<file path="src/rtl/drdy_pkg.sv">
package drdy_pkg;
  typedef enum logic {
    MODE_GATED  = 1'b0,
    MODE_PULSED = 1'b1
  } rdy_mode_e;
endpackage

</file>
<file path="src/rtl/drdy_win_edge.sv">
module drdy_win_edge (
  input  logic clk,
  input  logic rst_n,
  input  logic upd_win,
  output logic upd_end
);
  logic upd_q;
  logic upd_q_d;

  always_comb begin
    upd_q_d = upd_win;
  end

  always_ff @(posedge clk or negedge rst_n) begin
    if (!rst_n) begin
      upd_q <= 1'b0;
    end else begin
      upd_q <= upd_q_d;
    end
  end

  assign upd_end = upd_q & ~upd_win;

  // a window end lasts one cycle
  a_r2_end_single: assert property (@(posedge clk) disable iff (!rst_n)
    upd_end |=> !upd_end);
endmodule

</file>
<file path="src/rtl/drdy_core.sv">
module drdy_core
  import drdy_pkg::*;
#(
  parameter int WIN_LEN = 20
) (
  input  logic      clk,
  input  logic      rst_n,
  input  rdy_mode_e mode,
  input  logic      upd_win,
  input  logic      upd_end,
  input  logic      conv_start,
  input  logic      sclk_rise,
  input  logic      cs_n,
  output logic      drdy_n,
  output logic      drdy_d,
  output logic      rd_invalid
);
  localparam int CNT_W = $clog2(WIN_LEN + 1);
  localparam logic [CNT_W-1:0] CNT_MAX = CNT_W'(WIN_LEN);

  logic drdy_q, drdy_en;
  logic inv_q, inv_d;
  logic rd_sel;
  logic [CNT_W-1:0] win_cnt, win_cnt_d;

  always_comb begin
    rd_sel = sclk_rise & ~cs_n;
    drdy_d = drdy_q;
    if (mode == MODE_PULSED) begin
      if (upd_end)         drdy_d = 1'b0;
      else if (conv_start) drdy_d = 1'b1;
    end else begin
      if (upd_end)      drdy_d = 1'b0;
      else if (upd_win) drdy_d = 1'b1;
      else if (rd_sel)  drdy_d = 1'b1;
    end
    drdy_en = drdy_d ^ drdy_q;
    inv_d   = rd_sel & upd_win;
    if (!upd_win)              win_cnt_d = '0;
    else if (win_cnt == CNT_MAX) win_cnt_d = win_cnt;
    else                       win_cnt_d = win_cnt + 1'b1;
  end

  always_ff @(posedge clk or negedge rst_n) begin
    if (!rst_n) begin
      drdy_q  <= 1'b1;
      inv_q   <= 1'b0;
      win_cnt <= '0;
    end else begin
      if (drdy_en) drdy_q <= drdy_d;
      inv_q   <= inv_d;
      win_cnt <= win_cnt_d;
    end
  end

  assign drdy_n     = drdy_q;
  assign rd_invalid = inv_q;

  // input assumption, window not longer than WIN_LEN cycles
  a_r4_win_len: assert property (@(posedge clk) disable iff (!rst_n)
    upd_win |-> (win_cnt < CNT_MAX));
  a_r2_ready_falls: assert property (@(posedge clk) disable iff (!rst_n)
    upd_end |=> !drdy_n);
  a_r4_window_high: assert property (@(posedge clk) disable iff (!rst_n)
    (mode == MODE_GATED && upd_win) |=> drdy_n);
  a_r3_read_clears: assert property (@(posedge clk) disable iff (!rst_n)
    (mode == MODE_GATED && sclk_rise && !cs_n && !upd_end) |=> drdy_n);
  a_r5_pulsed_hold: assert property (@(posedge clk) disable iff (!rst_n)
    (mode == MODE_PULSED && !conv_start && !upd_end) |=> $stable(drdy_n));
  a_r7_deselect_hold: assert property (@(posedge clk) disable iff (!rst_n)
    (mode == MODE_GATED && cs_n && !upd_win && !upd_end) |=> $stable(drdy_n));
  a_r8_invalid_cause: assert property (@(posedge clk) disable iff (!rst_n)
    rd_invalid |-> $past(sclk_rise && upd_win && !cs_n));
endmodule

</file>
<file path="src/rtl/drdy_status.sv">
module drdy_status (
  input  logic clk,
  input  logic rst_n,
  input  logic rdatac,
  input  logic cs_n,
  input  logic shifting,
  input  logic drdy_n,
  input  logic drdy_d,
  output logic drdy_bit,
  output logic dout_sel
);
  logic bit_q, bit_en;

  always_comb begin
    bit_en = ~rdatac;
  end

  always_ff @(posedge clk or negedge rst_n) begin
    if (!rst_n) begin
      bit_q <= 1'b1;
    end else if (bit_en) begin
      bit_q <= drdy_d;
    end
  end

  assign drdy_bit = bit_q;
  assign dout_sel = rdatac & ~cs_n & ~shifting;

  a_r9_bit_follows: assert property (@(posedge clk) disable iff (!rst_n)
    !rdatac |=> (drdy_bit == drdy_n));
  a_r9_bit_hold: assert property (@(posedge clk) disable iff (!rst_n)
    rdatac |=> $stable(drdy_bit));
  a_r10_idle_only: assert property (@(posedge clk) disable iff (!rst_n)
    shifting |-> !dout_sel);
endmodule

</file>
<file path="src/rtl/drdy_ctrl.sv">
module drdy_ctrl
  import drdy_pkg::*;
#(
  parameter int WIN_LEN     = 20,
  parameter int SYNC_STAGES = 2
) (
  input  logic clk,
  input  logic rst_n,
  input  logic mode_pulse,
  input  logic rdatac,
  input  logic cs_n,
  input  logic sclk_rise,
  input  logic shifting,
  input  logic upd_win,
  input  logic conv_start,
  output logic drdy_n,
  output logic drdy_bit,
  output logic dout_sel,
  output logic rd_invalid
);
  logic [SYNC_STAGES-1:0] rst_pipe;
  logic      rst_n_int;
  logic      upd_end;
  logic      drdy_d;
  rdy_mode_e mode;

  always_ff @(posedge clk or negedge rst_n) begin
    if (!rst_n) begin
      rst_pipe <= '0;
    end else begin
      rst_pipe <= {rst_pipe[SYNC_STAGES-2:0], 1'b1};
    end
  end

  assign rst_n_int = rst_pipe[SYNC_STAGES-1];
  assign mode      = rdy_mode_e'(mode_pulse);

  drdy_win_edge i_win_edge (
    .clk     (clk),
    .rst_n   (rst_n_int),
    .upd_win (upd_win),
    .upd_end (upd_end)
  );

  drdy_core #(.WIN_LEN(WIN_LEN)) i_core (
    .clk        (clk),
    .rst_n      (rst_n_int),
    .mode       (mode),
    .upd_win    (upd_win),
    .upd_end    (upd_end),
    .conv_start (conv_start),
    .sclk_rise  (sclk_rise),
    .cs_n       (cs_n),
    .drdy_n     (drdy_n),
    .drdy_d     (drdy_d),
    .rd_invalid (rd_invalid)
  );

  drdy_status i_status (
    .clk      (clk),
    .rst_n    (rst_n_int),
    .rdatac   (rdatac),
    .cs_n     (cs_n),
    .shifting (shifting),
    .drdy_n   (drdy_n),
    .drdy_d   (drdy_d),
    .drdy_bit (drdy_bit),
    .dout_sel (dout_sel)
  );
endmodule

</file>
<file path="config.mk">
export PLATFORM = sky130hd
export DESIGN_NAME = drdy_ctrl
export DESIGN_NICKNAME = d
export VERILOG_FILES = /design/src/rtl/drdy_pkg.sv /design/src/rtl/drdy_win_edge.sv /design/src/rtl/drdy_core.sv /design/src/rtl/drdy_status.sv /design/src/rtl/drdy_ctrl.sv
export SDC_FILE = /design/constraint.sdc
export NUM_CORES = 1
export LEC_CHECK = 0
export CORE_AREA = 2 2 39 41
export DETAILED_ROUTE_END_ITERATION = 12
export DIE_AREA = 0 0 41 43
export GPL_ROUTABILITY_DRIVEN = 0
export SYNTH_ARGS = -nofsm -noshare
export SYNTH_HDL_FRONTEND = slang
export SYNTH_SLANG_ARGS = --single-unit
export TNS_END_PERCENT = 30
</file>
<file path="constraint.sdc">
create_clock -name clk -period 0.8 [get_ports clk]
set_input_delay 0.16 -clock clk [delete_from_list [all_inputs] [get_ports clk]]
set_output_delay 0.16 -clock clk [all_outputs]
set_load 0.05 [all_outputs]
</file>
==> flow_summary_export.csv, run 1 <==
group,metric,value,unit
placement,place.detailed.hpwl,433,um
synth,synth.net_count,25,
power,seq_power_share,40.0,%
cells_and_area,seq_area,156,sq um
sta,final_critical_path_setup_slack,-0.430,ns
status,status,"finished with violations",
routing,dr_wl_met2,269,um
grt,vias_in_the_first_global_route,224,
routing,ant_nets,0,
routing,drt_first_pass_iters,2,
synth,syn_inst,16,
power,power.switching_fraction,26.0,%
power,total_leakage_power,0.215,nW
routing,m1WireLength,195,um
power,p_int,653,uW
routing,drc_errors,0,
die,start_util,17.4,%
clock_network,max-clock-path-buffers,2,
grt,grt.overflow.total,0,
placement,port_buffers,12,
synth,seq_area_frac_synth,63.5,%
power,p_total,882,uW
power,worst_ir_drop_vdd,660,uV
critical_path,crit_slowest_cell,"sky130_fd_sc_hd__dfstp_4",
synth,synth.avg_cell_area,15.0,sq um
sta,fin_worst_skew,0.00941,ns
critical_path,critPathTopFamily,"flip-flops",
clock_network,clock_sink_count,6,
die,boundary_pin_count,13,
synth,netlist-cell-type-count,11,
sta,final-hold-violation-count,0,
synth,post-synth-top-area-cell,"sky130_fd_sc_hd__dfrtp_1",
critical_path,timing.critical_path.arrival,1.07,ns
sta,fin_hold_ws,0.0435,ns
grt,maximum_number_of_pins_on_one_net_before_global_route_repair,5,
routing,drtIter0Drc,1,
sta,final-max-slew-violation-count,0,
sta,timing.fmax,813,MHz
clock_network,cts.clk_slew.worst_paths,0.05,ns
cells_and_area,nNetsFinal,45,
sta,rsz0062_at_grt,"true",
cells_and_area,commonest_cells_after_routing_fill_and_taps_aside,"sky130_fd_sc_hd__dfrtp_1, sky130_fd_sc_hd__clkdlybuf4s50_1, sky130_fd_sc_hd__buf_12, sky130_fd_sc_hd__clkbuf_4",
routing,number_of_vias_in_the_routed_layout,196,
cells_and_area,area_growth,107,%
clock_network,clk_lat_worst_skew,0.24,ns
cells_and_area,ant_diodes,0,
sta,finalWorstPathRequiredPeriod,1.23,ns
grt,grt_usage,8.11,%
worst_hold_path,holdCritPathClass,"flop to async pin",
critical_path,worstPathMaxFanout,2,
power,power.combinational.fraction,26.5,%
critical_path,cp_slowest_stage_delay,0.61,ns
power,cellPowerDensity,1770,nW/um^2
critical_path,crit_path_start_kind,"flop",
routing,top_signal_layer_used,"met3",
sta,setup_violations,6,
cells_and_area,layout-drive-gt1-share,60.0,%
grt,grt_first_pass_wirelength,883,um
die,core_area,1380,sq um
routing,vias_per_cell,3.84,
status,violations_in_the_final_reports,"negative setup slack",
critical_path,worstPathRequired,0.64,ns
critical_path,timing.critical_path.to_type,"output port",
power,p_clk_share,33.5,%
routing,routed_wl,527,um
cells_and_area,footprint_of_the_multi_input_gates,105,sq um
synth,netlist_top_cells_area,"sky130_fd_sc_hd__dfrtp_1, sky130_fd_sc_hd__dfstp_2, sky130_fd_sc_hd__a2111oi_4",
critical_path,path_cells,"buf_6, buf_12",
sta,post-route-period-util,154,%
synth,ys_seq_elements,6,
synth,synth.cell_area,240,sq um
synth,synthesis.yosys.warnings,0,
power,netSwitchingPower,229,uW
die,die_height,43,um
grt,initial_antenna_violation_count,0,
die,placementRows,14,
cells_and_area,fillers,138,
die,die_area,1760,sq um
clock_network,number_of_cts_inserted_buffers,3,
critical_path,worstSetupPathType,"flop to output port",
run,timing.max_cap.violations,0,
synth,synth.top_cell.area_share,41.7,%
clock_network,cts-root-buf,"sky130_fd_sc_hd__clkbuf_4",
critical_path,critical_path.n_buffers_inverters,2,
die,fp.dieW,41,um
clock_network,htreeDepth,1,
clock_network,cts_tree,"yes",
routing,wl_per_cell,10.3,um
routing,routed-wl-met3,61,um
==> logic make-up after synthesis <==
logic type / share of synthesized area (%)
AND/OR/NAND/NOR: 15.1
other: 1.56
buffers and inverters: 1.56
flip-flops: 63.5
AO/OA/AOI/OAI: 18.2
==> cell usage after synthesis <==
library cell	number
sky130_fd_sc_hd__a2111oi_4	1
sky130_fd_sc_hd__dfstp_2	2
sky130_fd_sc_hd__inv_2	1
sky130_fd_sc_hd__dfrtp_1	4
sky130_fd_sc_hd__nor3b_1	2
sky130_fd_sc_hd__nor3_1	1
sky130_fd_sc_hd__conb_1	1
sky130_fd_sc_hd__nor2b_1	1
sky130_fd_sc_hd__o41ai_2	1
sky130_fd_sc_hd__and3_1	1
sky130_fd_sc_hd__nand2_1	1
==> worst register-to-register path, stage by stage (launching register included) <==
cell and delay, ns:
sky130_fd_sc_hd__dfstp_4 0.61, sky130_fd_sc_hd__buf_4 0.13, sky130_fd_sc_hd__a2111oi_4 0.04, sky130_fd_sc_hd__o41ai_2 0.31
==> power groups by stage <==
stage / logic [mW] / clock network (mW) / registers (mW)
floorplan: 0.0373 / 0 / 0.403
global placement: 0.214 / 0 / 0.360
detailed placement: 0.217 / 0 / 0.363
CTS: 0.238 / 0.317 / 0.354
global route: 0.247 / 0.333 / 0.357
finish: 0.234 / 0.295 / 0.353
==> layout make-up <==
type | instances | share of cell area (%)
inverter | 1 | 0.754
tap | 16 | 4.02
multi-input combinational | 9 | 21.1
timing repair buffer | 15 | 37.4
clock buffer | 4 | 5.28
sequential | 6 | 31.4
==> stage by stage <==
stage	TNS, ns	setup WS, ns	instance area (sq um)	std cells	util [%]
global route	-1.78	-0.466	498	51	36.0
global placement	-1.79	-0.455	449	46	32.5
CTS	-1.66	-0.444	500	51	36.2
detailed placement	-1.96	-0.499	449	46	32.5
floorplan	-0.830	-0.347	254	16	-
finish	-1.56	-0.430	498	51	36.0
==> repair_timing <==
action,4_1_cts,5_1_grt
endpoints found under the hold margin,0,0
gates cloned,0,0
pin swaps,2,0
endpoints found under the setup margin,6,7
hold buffers,0,0
gates resized for setup,11,2
setup buffers,1,0
==> registers in the layout, indices dropped and copies added, names as in the netlist <==
signal and count:
i_win_edge.upd_q 1, i_core.drdy_n 1, i_status.drdy_bit 1, i_core.rd_invalid 1, rst_pipe 2
==> metal layers <==
layer | track usage, % | vias up
met5 | 0 | -
met4 | 8.00 | 0
met3 | 3.14 | 0
met2 | 11.6 | 12
met1 | 8.31 | 91
li1 | - | 93
==> path summary, 6_finish.rpt <==
path	slack, ns	end	depth (start not counted)	startpoint
min	0.04	i_win_edge.upd_q	0	rst_pipe[1]
min in group clk	0.18	i_win_edge.upd_q	1	upd_win
max	-0.43	drdy_n	2	i_core.drdy_n
max in group asynchronous	0.52	i_status.drdy_bit	0	rst_pipe[1]
max reg2reg	-0.40	i_status.drdy_bit	3	i_core.drdy_n
min reg2reg	0.04	i_win_edge.upd_q	0	rst_pipe[1]
Note: power is estimated with default switching activity, not from simulation.
==> run 2, diff against run 1 <==
--- a/config.mk
+++ b/config.mk
@@ -5,6 +5,7 @@
 export SDC_FILE = /design/constraint.sdc
 export NUM_CORES = 1
 export LEC_CHECK = 0
+export ABC_CLOCK_PERIOD_IN_PS = 800
 export CORE_AREA = 2 2 39 41
 export DETAILED_ROUTE_END_ITERATION = 12
 export DIE_AREA = 0 0 41 43
==> results of run 2 <==
Final layout, timing and power as in run 1 (identical DEF).
